### src/rtl/dma_arb_pkg.sv
package dma_arb_pkg;
  localparam int CMD_W            = 8;
  localparam int CMD_OFF_BIT      = 2;
  localparam int CMD_ROTATE_BIT   = 4;
  localparam int CMD_REQ_LOW_BIT  = 6;
  localparam int CMD_ACK_HIGH_BIT = 7;

  typedef struct packed {
    logic ack_high;
    logic req_low;
    logic rotate;
    logic off;
  } arb_cfg_t;

  function automatic arb_cfg_t decode_cfg(input logic [CMD_W-1:0] c);
    arb_cfg_t r;
    r.ack_high = c[CMD_ACK_HIGH_BIT];
    r.req_low  = c[CMD_REQ_LOW_BIT];
    r.rotate   = c[CMD_ROTATE_BIT];
    r.off      = c[CMD_OFF_BIT];
    return r;
  endfunction
endpackage

### src/rtl/dma_arb_cmd_reg.sv
module dma_arb_cmd_reg
  import dma_arb_pkg::*;
#(
  parameter int W = CMD_W
) (
  input  logic         clk,
  input  logic         rst,
  input  logic         wr,
  input  logic [W-1:0] wdata,
  output logic [W-1:0] cmd_q,
  output arb_cfg_t     cfg_q,
  output arb_cfg_t     cfg_nxt
);
  logic [W-1:0] cmd_d;

  always_comb begin
    cmd_d = wr ? wdata : cmd_q;
  end

  always_ff @(posedge clk) begin
    if (rst) cmd_q <= '0;
    else     cmd_q <= cmd_d;
  end

  assign cfg_q   = decode_cfg(cmd_q);
  assign cfg_nxt = rst ? decode_cfg('0) : decode_cfg(cmd_d);

  assert_cmd_load_R10: assert property (@(posedge clk) disable iff (rst)
    wr |=> cmd_q == $past(wdata));
  assert_cmd_keep_R10: assert property (@(posedge clk) disable iff (rst)
    !wr |=> $stable(cmd_q));
endmodule

### src/rtl/dma_arb_req_cond.sv
module dma_arb_req_cond #(
  parameter int N = 4
) (
  input  logic [N-1:0] dreq_pin,
  input  logic [N-1:0] mask,
  input  logic         req_low,
  output logic [N-1:0] eligible
);
  for (genvar i = 0; i < N; i++) begin : g_ch
    assign eligible[i] = (dreq_pin[i] ^ req_low) & ~mask[i];
  end
endmodule

### src/rtl/dma_arb_pick.sv
module dma_arb_pick #(
  parameter int N  = 4,
  localparam int IW = (N > 1) ? $clog2(N) : 1
) (
  input  logic [N-1:0]  req,
  input  logic          rotate,
  input  logic [IW-1:0] last,
  output logic          any,
  output logic [IW-1:0] idx
);
  logic [IW-1:0] base;
  logic [IW:0]   cand;

  always_comb begin
    if (!rotate || last == IW'(N - 1)) base = '0;
    else                                base = last + 1'b1;
  end

  always_comb begin
    any  = 1'b0;
    idx  = '0;
    cand = '0;
    for (int k = 0; k < N; k++) begin
      cand = {1'b0, base} + (IW+1)'(k);
      if (cand >= (IW+1)'(N)) cand = cand - (IW+1)'(N);
      if (!any && req[cand[IW-1:0]]) begin
        any = 1'b1;
        idx = cand[IW-1:0];
      end
    end
  end

  always_comb begin
    if (any) assert_pick_requesting_R2: assert (req[idx]);
    else     assert_pick_none_R7: assert (req == '0);
  end
endmodule

### src/rtl/dma_req_arbiter.sv
module dma_req_arbiter
  import dma_arb_pkg::*;
#(
  parameter int N_CH = 4,
  localparam int IW = (N_CH > 1) ? $clog2(N_CH) : 1
) (
  input  logic              clk,
  input  logic              rst,
  input  logic              cmd_wr,
  input  logic [CMD_W-1:0]  cmd_wdata,
  input  logic [N_CH-1:0]   dreq_pin,
  input  logic [N_CH-1:0]   chan_mask,
  input  logic              svc_done,
  output logic [N_CH-1:0]   dack_pin,
  output logic              grant_valid,
  output logic [IW-1:0]     grant_idx
);
  logic [CMD_W-1:0] cmd_q;
  arb_cfg_t         cfg_q, cfg_nxt;
  logic [N_CH-1:0]  eligible;
  logic             pick_any;
  logic [IW-1:0]    pick_idx;
  logic             gv_q, gv_nxt;
  logic [IW-1:0]    gi_q, gi_nxt;
  logic [IW-1:0]    last_q, last_nxt;
  logic [N_CH-1:0]  act_nxt;
  logic [N_CH-1:0]  dack_q;

  dma_arb_cmd_reg #(.W(CMD_W)) u_cmd (
    .clk(clk), .rst(rst), .wr(cmd_wr), .wdata(cmd_wdata),
    .cmd_q(cmd_q), .cfg_q(cfg_q), .cfg_nxt(cfg_nxt)
  );

  dma_arb_req_cond #(.N(N_CH)) u_cond (
    .dreq_pin(dreq_pin), .mask(chan_mask), .req_low(cfg_q.req_low),
    .eligible(eligible)
  );

  dma_arb_pick #(.N(N_CH)) u_pick (
    .req(eligible), .rotate(cfg_q.rotate), .last(last_q),
    .any(pick_any), .idx(pick_idx)
  );

  always_comb begin
    gv_nxt   = gv_q;
    gi_nxt   = gi_q;
    last_nxt = last_q;
    if (gv_q) begin
      if (svc_done) begin
        gv_nxt   = 1'b0;
        last_nxt = gi_q;
      end
    end else if (!cfg_q.off && pick_any) begin
      gv_nxt = 1'b1;
      gi_nxt = pick_idx;
    end
  end

  for (genvar i = 0; i < N_CH; i++) begin : g_ack
    assign act_nxt[i] = gv_nxt && (gi_nxt == IW'(i));
  end

  always_ff @(posedge clk) begin
    if (rst) begin
      gv_q   <= 1'b0;
      gi_q   <= '0;
      last_q <= IW'(N_CH - 1);
      dack_q <= '1;
    end else begin
      gv_q   <= gv_nxt;
      gi_q   <= gi_nxt;
      last_q <= last_nxt;
      dack_q <= cfg_nxt.ack_high ? act_nxt : ~act_nxt;
    end
  end

  assign dack_pin    = dack_q;
  assign grant_valid = gv_q;
  assign grant_idx   = gi_q;

  assert_hold_R8: assert property (@(posedge clk) disable iff (rst)
    (gv_q && !svc_done) |=> (gv_q && $stable(gi_q)));
  assert_release_R9: assert property (@(posedge clk) disable iff (rst)
    (gv_q && svc_done) |=> !gv_q);
  assert_ack_count_R5: assert property (@(posedge clk) disable iff (rst)
    $countones(dack_q ^ {N_CH{~cfg_q.ack_high}}) == (gv_q ? 1 : 0));
  assert_no_grant_off_R6: assert property (@(posedge clk) disable iff (rst)
    $rose(gv_q) |-> !$past(cfg_q.off));
  assert_no_masked_R7: assert property (@(posedge clk) disable iff (rst)
    $rose(gv_q) |-> ((($past(chan_mask) >> gi_q) & N_CH'(1)) == '0));
endmodule

### config.mk
export PLATFORM = sky130hd
export DESIGN_NAME = dma_req_arbiter
export DESIGN_NICKNAME = d
export VERILOG_FILES = /design/src/rtl/dma_arb_pkg.sv /design/src/rtl/dma_arb_cmd_reg.sv /design/src/rtl/dma_arb_req_cond.sv /design/src/rtl/dma_arb_pick.sv /design/src/rtl/dma_req_arbiter.sv
export SDC_FILE = /design/constraint.sdc
export NUM_CORES = 1
export LEC_CHECK = 0
export BUFFER_PORTS_ARGS = -buffer_cell sky130_fd_sc_hd__buf_2
export CAP_MARGIN = 10
export CORE_ASPECT_RATIO = 0.5
export CORE_UTILIZATION = 44
export DETAILED_ROUTE_END_ITERATION = 10
export PLACE_DENSITY = 0.74
export RECOVER_POWER = 50
export SYNTH_ARGS = -nofsm -noshare
export SYNTH_HDL_FRONTEND = slang
export SYNTH_HIERARCHICAL = 1
export SYNTH_SLANG_ARGS = --single-unit
### constraint.sdc
create_clock -name clk -period 3.2 [get_ports clk]
set_clock_uncertainty 0.15 [all_clocks]
set_input_delay 0.32 -clock clk [delete_from_list [all_inputs] [get_ports clk]]
set_output_delay 0.32 -clock clk [all_outputs]
set_load 0.005 [all_outputs]
==> results.sh <==
export IMPL_met1_length_um=985
export IMPL_postSynthNetCount=136
export IMPL_die_y_um=35.4
export IMPL_end_kind="register"
export IMPL_path_delay_family="simple AND/OR/NAND/NOR gates"
export IMPL_syn_inst=115
export IMPL_area_delta_synth_final_pct=13.0
export IMPL_reg2reg_setup_slack_ns=0.31
export IMPL_io_pins=27
export IMPL_rows=11
export IMPL_clkPwrFrac_pct=28.2
export IMPL_rsz0062_at_grt="false"
export IMPL_power_density_nw_per_um2=457
export IMPL_arrival_ns=2.91
export IMPL_setup_violations=0
export IMPL_slowest_stage="or3b_1"
export IMPL_cp_depth=8
export IMPL_hold_path_class="in -> reg"
export IMPL_slew_headroom_pct=59.6
export IMPL_grt_pass1_wl_um=3530
export IMPL_reg2reg_depth=8
export IMPL_cts_tree="yes"
export IMPL_cts_buffer_depth=2
export IMPL_port_buffers=22
export IMPL_grt_max_degree=17
export IMPL_switchingPower_uw=163
export IMPL_sw_frac_of_total_pct=32.1
export IMPL_internal_power_uw=344
export IMPL_antenna_found_initial=0
export IMPL_leakage_uw=0.000452
export IMPL_cp_max_fo=10
export IMPL_seqPwrFrac_pct=37.8
export IMPL_p_total_uw=507
export IMPL_num_vias=899
export IMPL_finalCritPeriodShare_pct=90.4
export IMPL_path_common_cell="mux2i_1"
export IMPL_criticalPathCategory="reg -> reg"
export IMPL_drt_iter0_drc=100
export IMPL_hpwl_um=1390
export IMPL_crit_path_start_kind="register"
export IMPL_syn_area_sq_um=982
export IMPL_place_congestion=0.825
export IMPL_cts_setup_buffers=0
export IMPL_tns_ns=0
export IMPL_hold_depth=3
export IMPL_die_area_sq_um=2440
export IMPL_final_util_pct=56.0
export IMPL_crit_buf_inv=0
export IMPL_clock_latency_ns=0.24
export IMPL_syn_area_per_cell_sq_um=8.54
export IMPL_finalCriticalPeriod_ns=2.89
export IMPL_path_clk_slew_ns=0.05
export IMPL_fillCellCount=199
export IMPL_viasPerCell=5.62
export IMPL_drv_slew=0
export IMPL_status="finished, final reports clean"
export IMPL_cts_made_buffers=3
export IMPL_required_ns=3.22
export IMPL_start_util_pct=49.6
export IMPL_first_pass_iters=4
export IMPL_preCtsSetupSlack_ns=0.369
export IMPL_yosys_warnings=6
export IMPL_cts_root_buf="clkbuf_8"
export IMPL_critical_path_max_stage_delay_ns=0.49
export IMPL_cts_resized=0
export IMPL_wire_per_inst_um=12.6
export IMPL_cp_cell_sequence="xnor2_1, nor2_1, mux2i_1, a221o_1, nand3_1, or3b_1, o31ai_2, mux2i_1"
export IMPL_detail_route_antenna_nets=0
export IMPL_worst_slack_ns=0.307
export IMPL_dpl_cell_area_sq_um=1070
export IMPL_die_x_um=68.8
export IMPL_core_area_sq_um=1980
export IMPL_wl_met3_um=93
export IMPL_ir_worst_vdd_v=0.000430
export IMPL_holdBufCountCts=0
export IMPL_maxCapViolations=0
export IMPL_wl_um=2020
export IMPL_top_layer_used="met4"
export IMPL_gr_total_overflow=0
export IMPL_post_route_drc_count=0
export IMPL_grt_pass1_vias=831
export IMPL_p_comb_share_pct=34.1
export IMPL_met2_length_um=935
export IMPL_cts_sinks=13
export IMPL_final_cell_area_sq_um=1110
export IMPL_antenna_cells=0
export IMPL_drive_above_1_share_pct=21.6
export IMPL_max_freq_mhz=346
export IMPL_grt_usage_pct=19.7
export IMPL_htree_levels=1
export IMPL_hold_viol_final=0
export IMPL_tightest_slew_ns=0.604
export IMPL_fin_nets=156
==> per-layer routing <==
layer,GRT usage [%],vias up
met3,5.84,2
met1,25.0,427
met2,33.3,18
li1,-,452
met5,0,-
met4,3.57,0
==> through the flow <==
stage	cells	hold WS (ns)
global route	160	0.188
global placement	156	0.301
finish	160	0.176
detailed placement	156	0.311
floorplan	115	0.239
CTS	160	0.175
==> power by group through the flow <==
stage	logic [uW]	registers, uW	clock network (uW)
2_1_floorplan	142	194	0
3_3_place_gp	168	193	0
3_5_place_dp	170	194	0
4_1_cts	172	191	145
5_1_grt	191	193	157
6_report	173	191	143
==> cell type report <==
class	count	area [sq um]	area share [%]
multi-input combinational	92	651	58.6
sequential	13	260	23.4
timing repair buffer	23	114	10.3
clock buffer	4	45.0	4.06
tap	26	32.5	2.93
inverter	2	7.51	0.676
==> worst reg2reg max path, stage by stage, from the launching register on <==
cell and delay [ns]:
dfxtp_1 0.46, xnor2_1 0.11, nor2_1 0.47, mux2i_1 0.16, a221o_1 0.40, nand3_1 0.12, or3b_1 0.49, o31ai_2 0.27
mux2i_1 0.20
==> layout by cell type (no fill, tap or decap), drive strengths merged, types with 2 or more instances in the layout <==
cell,instances
a211o,2
dfxtp,13
o211ai,2
nor3,2
and3,2
buf,21
inv,2
nor2,18
nand2b,5
mux2i,14
o21ai,4
nor2b,3
o32ai,2
nand2,5
a21oi,5
nand3,4
nand3b,3
clkbuf,6
xnor2,4
o22ai,2
==> registers in the layout, indices dropped and copies added (netlist names) <==
signal,flops
grant_idx,2
last_q,2
u_cmd/cmd_q,4
grant_valid,1
dack_pin,4
==> worst paths after layout <==
path | from | endpoint
min | cmd_wdata[6] | u_cmd/cmd_q[6]
min reg2reg | last_q[1] | last_q[1]
max reg2reg | u_cmd/cmd_q[6] | dack_pin[0]
max | u_cmd/cmd_q[6] | dack_pin[0]
Note: power is estimated with default switching activity, not from simulation.
